### config.mk
export PLATFORM = sky130hd
export DESIGN_NAME = cl_ctrl_regs
export DESIGN_NICKNAME = d
export VERILOG_FILES = /design/src/rtl/cl_regs_pkg.sv /design/src/rtl/cl_addr_dec.sv /design/src/rtl/cl_hold_gate.sv /design/src/rtl/cl_halt_irq.sv /design/src/rtl/cl_ctrl_regs.sv
export SDC_FILE = /design/constraint.sdc
export NUM_CORES = 1
export LEC_CHECK = 0
export BUFFER_PORTS_ARGS = -buffer_cell sky130_fd_sc_hd__buf_2
export CORE_AREA = 2 2 39 41
export CTS_CLUSTER_SIZE = 40
export DETAILED_ROUTE_END_ITERATION = 7
export DIE_AREA = 0 0 41 43
export HOLD_SLACK_MARGIN = 0.03
export PLACE_DENSITY = 0.7
export SYNTH_ARGS = -nofsm -noshare
export SYNTH_HDL_FRONTEND = slang
export SYNTH_HIERARCHICAL = 1
export SYNTH_SLANG_ARGS = --single-unit
### constraint.sdc
create_clock -name clk -period 1.3 [get_ports clk]
set_input_delay 0.26 -clock clk [delete_from_list [all_inputs] [get_ports clk]]
set_output_delay 0.26 -clock clk [all_outputs]
set_load 0.02 [all_outputs]
### src/rtl/cl_regs_pkg.sv
package cl_regs_pkg;
    localparam int unsigned DATA_W  = 16;
    localparam int unsigned ADDR_W  = 3;
    localparam int unsigned N_REG   = 5;
    // offsets double as decoder indices
    localparam int unsigned IDX_HOLD  = 0;
    localparam int unsigned IDX_STAT  = 1;
    localparam int unsigned IDX_HALT  = 2;
    localparam int unsigned IDX_MASK  = 3;
    localparam int unsigned IDX_ABORT = 4;

    typedef struct packed {
        logic hold;
    } hold_st_t;

    typedef struct packed {
        logic halt;
        logic mask;
    } halt_st_t;

    typedef struct packed {
        logic run;
    } run_st_t;
endpackage

### src/rtl/cl_addr_dec.sv
module cl_addr_dec #(
    parameter int unsigned ADDR_W = cl_regs_pkg::ADDR_W,
    parameter int unsigned N_REG  = cl_regs_pkg::N_REG
) (
    input  logic              sel,
    input  logic              wr,
    input  logic [ADDR_W-1:0] addr,
    output logic [N_REG-1:0]  wr_hit,
    output logic [N_REG-1:0]  rd_hit
);
    for (genvar i = 0; i < N_REG; i++) begin : g_slot
        logic match;
        assign match     = (addr == ADDR_W'(i));
        assign wr_hit[i] = sel & wr & match;
        assign rd_hit[i] = sel & ~wr & match;
    end
endmodule

### src/rtl/cl_hold_gate.sv
module cl_hold_gate
    import cl_regs_pkg::*;
(
    input  logic clk,
    input  logic rst_n,
    input  logic wr_en,
    input  logic wbit,
    input  logic abort,
    input  logic xreq,
    output logic hold_q,
    output logic xgnt
);
    hold_st_t st_d, st_q;

    always_comb begin
        st_d = st_q;
        if (abort) begin
            st_d.hold = 1'b0;
        end else if (wr_en) begin
            st_d.hold = wbit;
        end
    end

    always_ff @(posedge clk or negedge rst_n) begin
        if (!rst_n) begin
            st_q <= '0;
        end else begin
            st_q <= st_d;
        end
    end

    assign hold_q = st_q.hold;
    assign xgnt   = xreq & ~st_q.hold;
endmodule

### src/rtl/cl_halt_irq.sv
module cl_halt_irq
    import cl_regs_pkg::*;
(
    input  logic clk,
    input  logic rst_n,
    input  logic halt_ev,
    input  logic rd_clr,
    input  logic mask_wr,
    input  logic mask_bit,
    input  logic abort,
    output logic halt_q,
    output logic mask_q,
    output logic irq
);
    halt_st_t st_d, st_q;

    always_comb begin
        st_d = st_q;
        // order: abort, then halt set, then read clear
        if (abort) begin
            st_d.halt = 1'b0;
            st_d.mask = 1'b0;
        end else begin
            if (halt_ev) begin
                st_d.halt = 1'b1;
            end else if (rd_clr) begin
                st_d.halt = 1'b0;
            end
            if (mask_wr) begin
                st_d.mask = mask_bit;
            end
        end
    end

    always_ff @(posedge clk or negedge rst_n) begin
        if (!rst_n) begin
            st_q <= '0;
        end else begin
            st_q <= st_d;
        end
    end

    assign halt_q = st_q.halt;
    assign mask_q = st_q.mask;
    assign irq    = st_q.halt & st_q.mask;
endmodule

### src/rtl/cl_ctrl_regs.sv
module cl_ctrl_regs
    import cl_regs_pkg::*;
#(
    parameter int unsigned DW = cl_regs_pkg::DATA_W,
    parameter int unsigned AW = cl_regs_pkg::ADDR_W
) (
    input  logic          clk,
    input  logic          rst_n,
    input  logic          bus_sel,
    input  logic          bus_wr,
    input  logic [AW-1:0] bus_addr,
    input  logic [DW-1:0] bus_wdata,
    output logic [DW-1:0] bus_rdata,
    input  logic          eng_run,
    input  logic          eng_halt,
    input  logic          eng_xreq,
    output logic          eng_xgnt,
    output logic          irq
);
    logic [N_REG-1:0] wr_hit;
    logic [N_REG-1:0] rd_hit;
    logic             hold_q;
    logic             halt_q;
    logic             mask_q;
    logic             run_q;
    logic             abort;
    logic             unused_wdata;
    run_st_t          st_d, st_q;

    assign unused_wdata = ^bus_wdata[DW-1:1];
    assign abort        = wr_hit[IDX_ABORT];

    cl_addr_dec #(.ADDR_W(AW), .N_REG(N_REG)) u_dec (
        .sel    (bus_sel),
        .wr     (bus_wr),
        .addr   (bus_addr),
        .wr_hit (wr_hit),
        .rd_hit (rd_hit)
    );

    cl_hold_gate u_hold (
        .clk    (clk),
        .rst_n  (rst_n),
        .wr_en  (wr_hit[IDX_HOLD]),
        .wbit   (bus_wdata[0]),
        .abort  (abort),
        .xreq   (eng_xreq),
        .hold_q (hold_q),
        .xgnt   (eng_xgnt)
    );

    cl_halt_irq u_halt (
        .clk      (clk),
        .rst_n    (rst_n),
        .halt_ev  (eng_halt),
        .rd_clr   (rd_hit[IDX_HALT]),
        .mask_wr  (wr_hit[IDX_MASK]),
        .mask_bit (bus_wdata[0]),
        .abort    (abort),
        .halt_q   (halt_q),
        .mask_q   (mask_q),
        .irq      (irq)
    );

    always_comb begin
        st_d     = st_q;
        st_d.run = eng_run;
    end

    always_ff @(posedge clk or negedge rst_n) begin
        if (!rst_n) begin
            st_q <= '0;
        end else begin
            st_q <= st_d;
        end
    end

    assign run_q = st_q.run;

    always_comb begin
        bus_rdata = '0;
        unique case (1'b1)
            rd_hit[IDX_HOLD]: bus_rdata[0] = hold_q;
            rd_hit[IDX_STAT]: bus_rdata[0] = run_q;
            rd_hit[IDX_HALT]: bus_rdata[0] = halt_q;
            rd_hit[IDX_MASK]: bus_rdata[0] = mask_q;
            default:          bus_rdata    = '0;
        endcase
    end
endmodule

==> results of run 1 <==
-- flip-flops by register name (all words and copies together) (netlist names) --
name,cells
u_halt/mask_q,1
u_halt/halt_q,1
u_hold/hold_q,1
run_q,1
-- area by class of cell --
| cell class | instances | area (sq um) | share of cell area |
|---|---|---|---|
| timing repair buffer | 17 | 116 | 0.244 |
| sequential | 4 | 100 | 0.210 |
| clock buffer | 3 | 22.5 | 0.0472 |
| multi-input combinational | 39 | 214 | 0.449 |
| tap | 16 | 20.0 | 0.0420 |
| inverter | 1 | 3.75 | 0.00787 |
-- where the power goes --
group	total (W)	switching, W	leakage [nW]	internal, W
sequential	0.000150	0.00000957	0.0470	0.000140
combinational	0.000139	0.0000900	0.183	0.0000490
clock	0.000149	0.0000456	0.0138	0.000103
-- metal layers --
| layer | vias to the layer above | track usage | wire length [um] |
|---|---|---|---|
| met5 | - | 0 | 0 |
| met4 | 0 | 0.0600 | 0 |
| met2 | 21 | 0.166 | 420 |
| li1 | 156 | - | - |
| met1 | 142 | 0.0779 | 242 |
| met3 | 0 | 0.0209 | 76 |
-- worst min-delay path by stage --
stage / from / to
after floorplan: rst_n / run_q$_DFF_PN0_
after global placement: rst_n / u_hold/hold_q$_DFFE_PN0P_
after detailed placement: rst_n / u_hold/hold_q$_DFFE_PN0P_
after CTS: eng_run / run_q$_DFF_PN0_
after global routing: eng_run / run_q$_DFF_PN0_
final: eng_run / run_q$_DFF_PN0_
-- timing repair --
action,4_1_cts,5_1_grt
endpoints found under the setup margin,1,1
hold endpoints to repair,4,0
hold buffers,1,0
resized for setup,3,3
pin swaps,4,4
-- metrics by stage --
step / TNS [ns] / area (sq um) / setup WS [ns]
2_1_floorplan: 0 / 422 / 0.0869
3_3_place_gp: -0.141 / 417 / -0.141
3_5_place_dp: -0.151 / 417 / -0.151
4_1_cts: -0.124 / 462 / -0.124
5_1_grt: -0.152 / 477 / -0.152
6_report: -0.0954 / 477 / -0.0954
==> flow_summary.yaml, run 1 <==
outcome:
  status: "finished with violations"
  violations: "setup timing"
route:
  drt_wl_total_um: 739
  wire_per_inst_um: 9.24
  num_vias: 319
  vias_per_cell: 3.99
  drtAntennaViolNets: 0
  drt_iter0_markers: 3
  drc_errors: 0
  drt_pass1_iterations: 2
timing:
  rsz0062_at_grt: "true"
  hold_viol: 0
  setup_viol: 1
  fin_crit_ns: 1.40
  clock.fmax_mhz: 717
  fin_ws_ns: -0.0954
  whs_ns: 0.142
  period_share: 1.07
  finClkSkew_ns: 0
  slew_viol_final: 0
global_route:
  grt_overflow: 0
  grt_first_pass_wirelength_mm: 1.07
  gr-usage-all-layers: 0.0906
  antenna_found_initial: 0
  grt_pass1_vias: 291
  grt_max_degree: 5
critical_path:
  critPathArrivalTime_ns: 1.14
  slowest_stage: "or3b_1"
  crit_start: "bus_addr[0]"
  reg2reg_slack_ns: 0.60
  critPathMaxStageDelay_ns: 0.37
  crit_type: "in -> out"
  cp_data_required_time_ns: 1.04
  worstSetupPathDepth: 6
  cp-end-kind: "output port"
  crit_buf_inv: 2
  crit_family: "simple AND/OR/NAND/NOR gates"
  start_kind: "input pin"
  r2r_cells: 2
  critPathCapture: "bus_rdata[0]"
  reg2reg_from: "u_halt/mask_q$_DFFE_PN0P_"
  crit_chain: "buf_2 -> or3b_1 -> nor2_2 -> a22oi_1 -> nand2_1 -> buf_6"
  r2r-end: "u_halt/mask_q$_DFFE_PN0P_"
  crit_fanout: 3
job:
  max_cap_violations: 0
floorplan:
  initial_utilization: 0.267
  coreArea_sq_um: 1380
  io-pin-count: 44
  dieArea_sq_um: 1760
  die_w_um: 41
  fp-row-count: 14
  die_y_um: 43
clock_tree:
  htreeDepth: 1
  cts_sinks: 4
  cts_tree: "yes"
  cts-root-buf: "clkbuf_4"
  ctsLongestPathBuffers: 2
  cts_setup_buffers: 0
  cts.clk_slew.worst_paths_ns: 0.04
  clkLatencyLatePin_ns: 0.23
  cts_made_buffers: 3
power_and_ir_drop:
  peakVddDrop_uv: 506
  p_leak_nw: 0.244
  powerDensity_nw_per_um2: 917
  power_w: 0.000437
min_path:
  min_path_type: "in -> reg"
  holdPathStages: 1
finish:
  finalNonFillerCells: 80
  final_core_util: 0.344
  nets: 92
  n_fill_cell: 154
  antenna_cells: 0
  drive_gt1_frac: 0.344
  final_common_cell: "conb_1"
  mostFrequentLayoutCells: "conb_1, buf_2, nor2_1"
  area_delta_synth_final_pct: 29.2
placement:
  portBuffers: 13
  gp_congestion: 0.743
  dp_hpwl_um: 553
  dp.cells: 76
logic_synthesis:
  yosys_warnings: 6
  syn-instance-count: 45
  synth.cell_area_sq_um: 369
  avgSynthCellArea_sq_um: 8.20
Power figures use the tool's default switching activity.
==> run 2: changes to the inputs <==
--- a/config.mk
+++ b/config.mk
@@ -13,3 +13,3 @@
 export HOLD_SLACK_MARGIN = 0.03
-export PLACE_DENSITY = 0.7
+export PLACE_DENSITY_LB_ADDON = 0.12
 export SYNTH_ARGS = -nofsm -noshare
==> constraint.sdc (replaced) <==
create_clock -name clk -period 1.3 [get_ports clk]
set_input_delay 0.065 -clock clk [delete_from_list [all_inputs] [get_ports clk]]
set_output_delay 0.065 -clock clk [all_outputs]
set_load 0.02 [all_outputs]
==> run 2 against run 1 <==
Net effect:
- the flow now finishes without violations
- highest routed layer unchanged
- critical path type is now reg -> out
- clock-buffer cell count unchanged
- critical endpoint unchanged
- sequential power barely moved
- hold slack worse by 0.077 ns
- maximum frequency rose by 26%
- largest power group unchanged
- setup slack improved by 0.29 ns
- cell count decreased by 2.5%
- combinational power fell by 12%
- utilization shrank 2.9 points
- sequential share of layout area is 1.9 points higher
==> flow_summary.yaml, run 2 (synthesis gave the netlist of run 1 again) <==
placement:
  place_area_sq_um: 394
  dp_hpwl_um: 497
  dp.cells: 73
  portBuffers: 13
  gp_congestion: 0.569
finish:
  drive_gt1_frac: 0.274
  finalNonFillerCells: 78
  nets: 90
  mostFrequentLayoutCells: "conb_1, buf_2, nor2_1"
  area_delta_synth_final_pct: 18.3
  final_common_cell: "conb_1"
  final_area_sq_um: 437
  final_core_util: 0.316
  antenna_cells: 0
global_route:
  gr-usage-all-layers: 0.0827
  grt_max_degree: 7
  antenna_found_initial: 0
  grt_pass1_vias: 272
  grt_first_pass_wirelength_um: 903
  grt_overflow: 0
route:
  wire_per_inst_um: 7.56
  num_vias: 289
  drt_pass1_iterations: 4
  drc_errors: 0
  vias_per_cell: 3.71
  drt_wl_total_um: 590
  drt_iter0_markers: 6
  drtAntennaViolNets: 0
critical_path:
  cp-end-kind: "output port"
  crit_type: "reg -> out"
  cp_data_required_time_ns: 1.24
  crit_fanout: 3
  critPathArrivalTime_ns: 1.04
  critPathMaxStageDelay_ns: 0.38
  start_kind: "flip-flop"
  reg2reg_slack_ns: 0.61
  crit_chain: "a22oi_1 -> nand2_1 -> buf_2"
  slowest_stage: "dfrtp_1"
floorplan:
  dieArea_sq_um: 1760
  io-pin-count: 44
  die_w_um: 41
  coreArea_sq_um: 1380
  fp-row-count: 14
  die_y_um: 43
  initial_utilization: 0.267
clock_tree:
  cts_setup_buffers: 0
  cts_made_buffers: 3
  cts.clk_slew.worst_paths_ns: 0.03
  cts_sinks: 4
  cts-root-buf: "clkbuf_4"
  clkLatencyLatePin_ns: 0.23
  cts_tree: "yes"
  htreeDepth: 1
  ctsLongestPathBuffers: 2
timing:
  clock.fmax_mhz: 905
  slew_viol_final: 0
  fin_tns_setup_ns: 0
  period_share: 0.850
  finClkSkew_ns: 0
  fin_crit_ns: 1.11
  rsz0062_at_grt: "false"
  hold_viol: 0
  setup_viol: 0
min_path:
  min_path_type: "in -> reg"
power_and_ir_drop:
  powerDensity_nw_per_um2: 964
  p_leak_nw: 0.229
  p_seq_frac: 0.355
  peakVddDrop_uv: 466
  switchingPower_w: 0.000138
  p_clk_frac: 0.352
  switching_share: 0.328
  internal-power_w: 0.000283
  p_comb_frac: 0.293
outcome:
  status: "finished clean"
job:
  max_cap_violations: 0
-- run 2: changes by cell type in the layout (fill, tap and decap cells not counted), sizes merged --
cell,before,now
dlygate4sd3,1,2
buf,16,13
-- run 2: worst paths after layout --
path,start,end,cells after the start
worst max register to register,u_hold/hold_q$_DFFE_PN0P_,u_hold/hold_q$_DFFE_PN0P_,2
worst min-delay path,eng_halt,u_halt/halt_q$_DFFE_PN0P_,3
worst min register to register,u_halt/mask_q$_DFFE_PN0P_,u_halt/mask_q$_DFFE_PN0P_,2
worst max-delay path,u_halt/mask_q$_DFFE_PN0P_,bus_rdata[0],3
max in group asynchronous,rst_n,u_halt/halt_q$_DFFE_PN0P_,2
min in group asynchronous,rst_n,u_hold/hold_q$_DFFE_PN0P_,2
-- run 2: per-stage QoR --
stage,power (W),hold WS (ns),setup WS [ns]
final,0.000421,0.0648,0.195
after global routing,0.000464,0.0718,0.134
after CTS,0.000434,0.0547,0.159
after detailed placement,0.000270,-0.127,0.231
after global placement,0.000270,-0.126,0.221
after floorplan,0.000267,-0.231,0.477
-- run 2: critical path, delay by kind of cell (launching register included) --
family	cells	cell delay, ns
and+or+nand+nor	1	0.07
DFF	1	0.38
buffers and inverters	1	0.16
AOI/OAI and AO/OA	1	0.21
-- run 2: power groups by stage --
| stage | Sequential [W] | Clock, W | Combinational (W) |
|---|---|---|---|
| 2_1_floorplan | 0.000149 | 0 | 0.000118 |
| 3_3_place_gp | 0.000151 | 0 | 0.000119 |
| 3_5_place_dp | 0.000151 | 0 | 0.000119 |
| 4_1_cts | 0.000150 | 0.000160 | 0.000123 |
| 5_1_grt | 0.000151 | 0.000176 | 0.000137 |
| 6_report | 0.000149 | 0.000148 | 0.000123 |
-- run 2: cell type report --
| class | instances | area, sq um |
|---|---|---|
| inverter | 1 | 3.75 |
| timing repair buffer | 15 | 85.1 |
| fill | 164 | 947 |
| clock buffer | 3 | 22.5 |
| sequential | 4 | 100 |
| multi-input combinational | 39 | 205 |
| tap | 16 | 20.0 |
-- run 2: routing by layer --
layer / part of all wire / vias to the layer above / GRT usage
li1: - / 154 / -
met1: 0.38 / 119 / 0.0717
met2: 0.50 / 16 / 0.122
met3: 0.12 / 0 / 0.0314
met4: 0 / 0 / 0.100
met5: 0 / - / 0
-- run 2: what timing repair did --
action | in CTS | in global routing
setup endpoints to repair | 0 | 0
hold endpoints to repair | 5 | 0
hold buffers | 2 | 0
gates resized for setup | 0 | 0
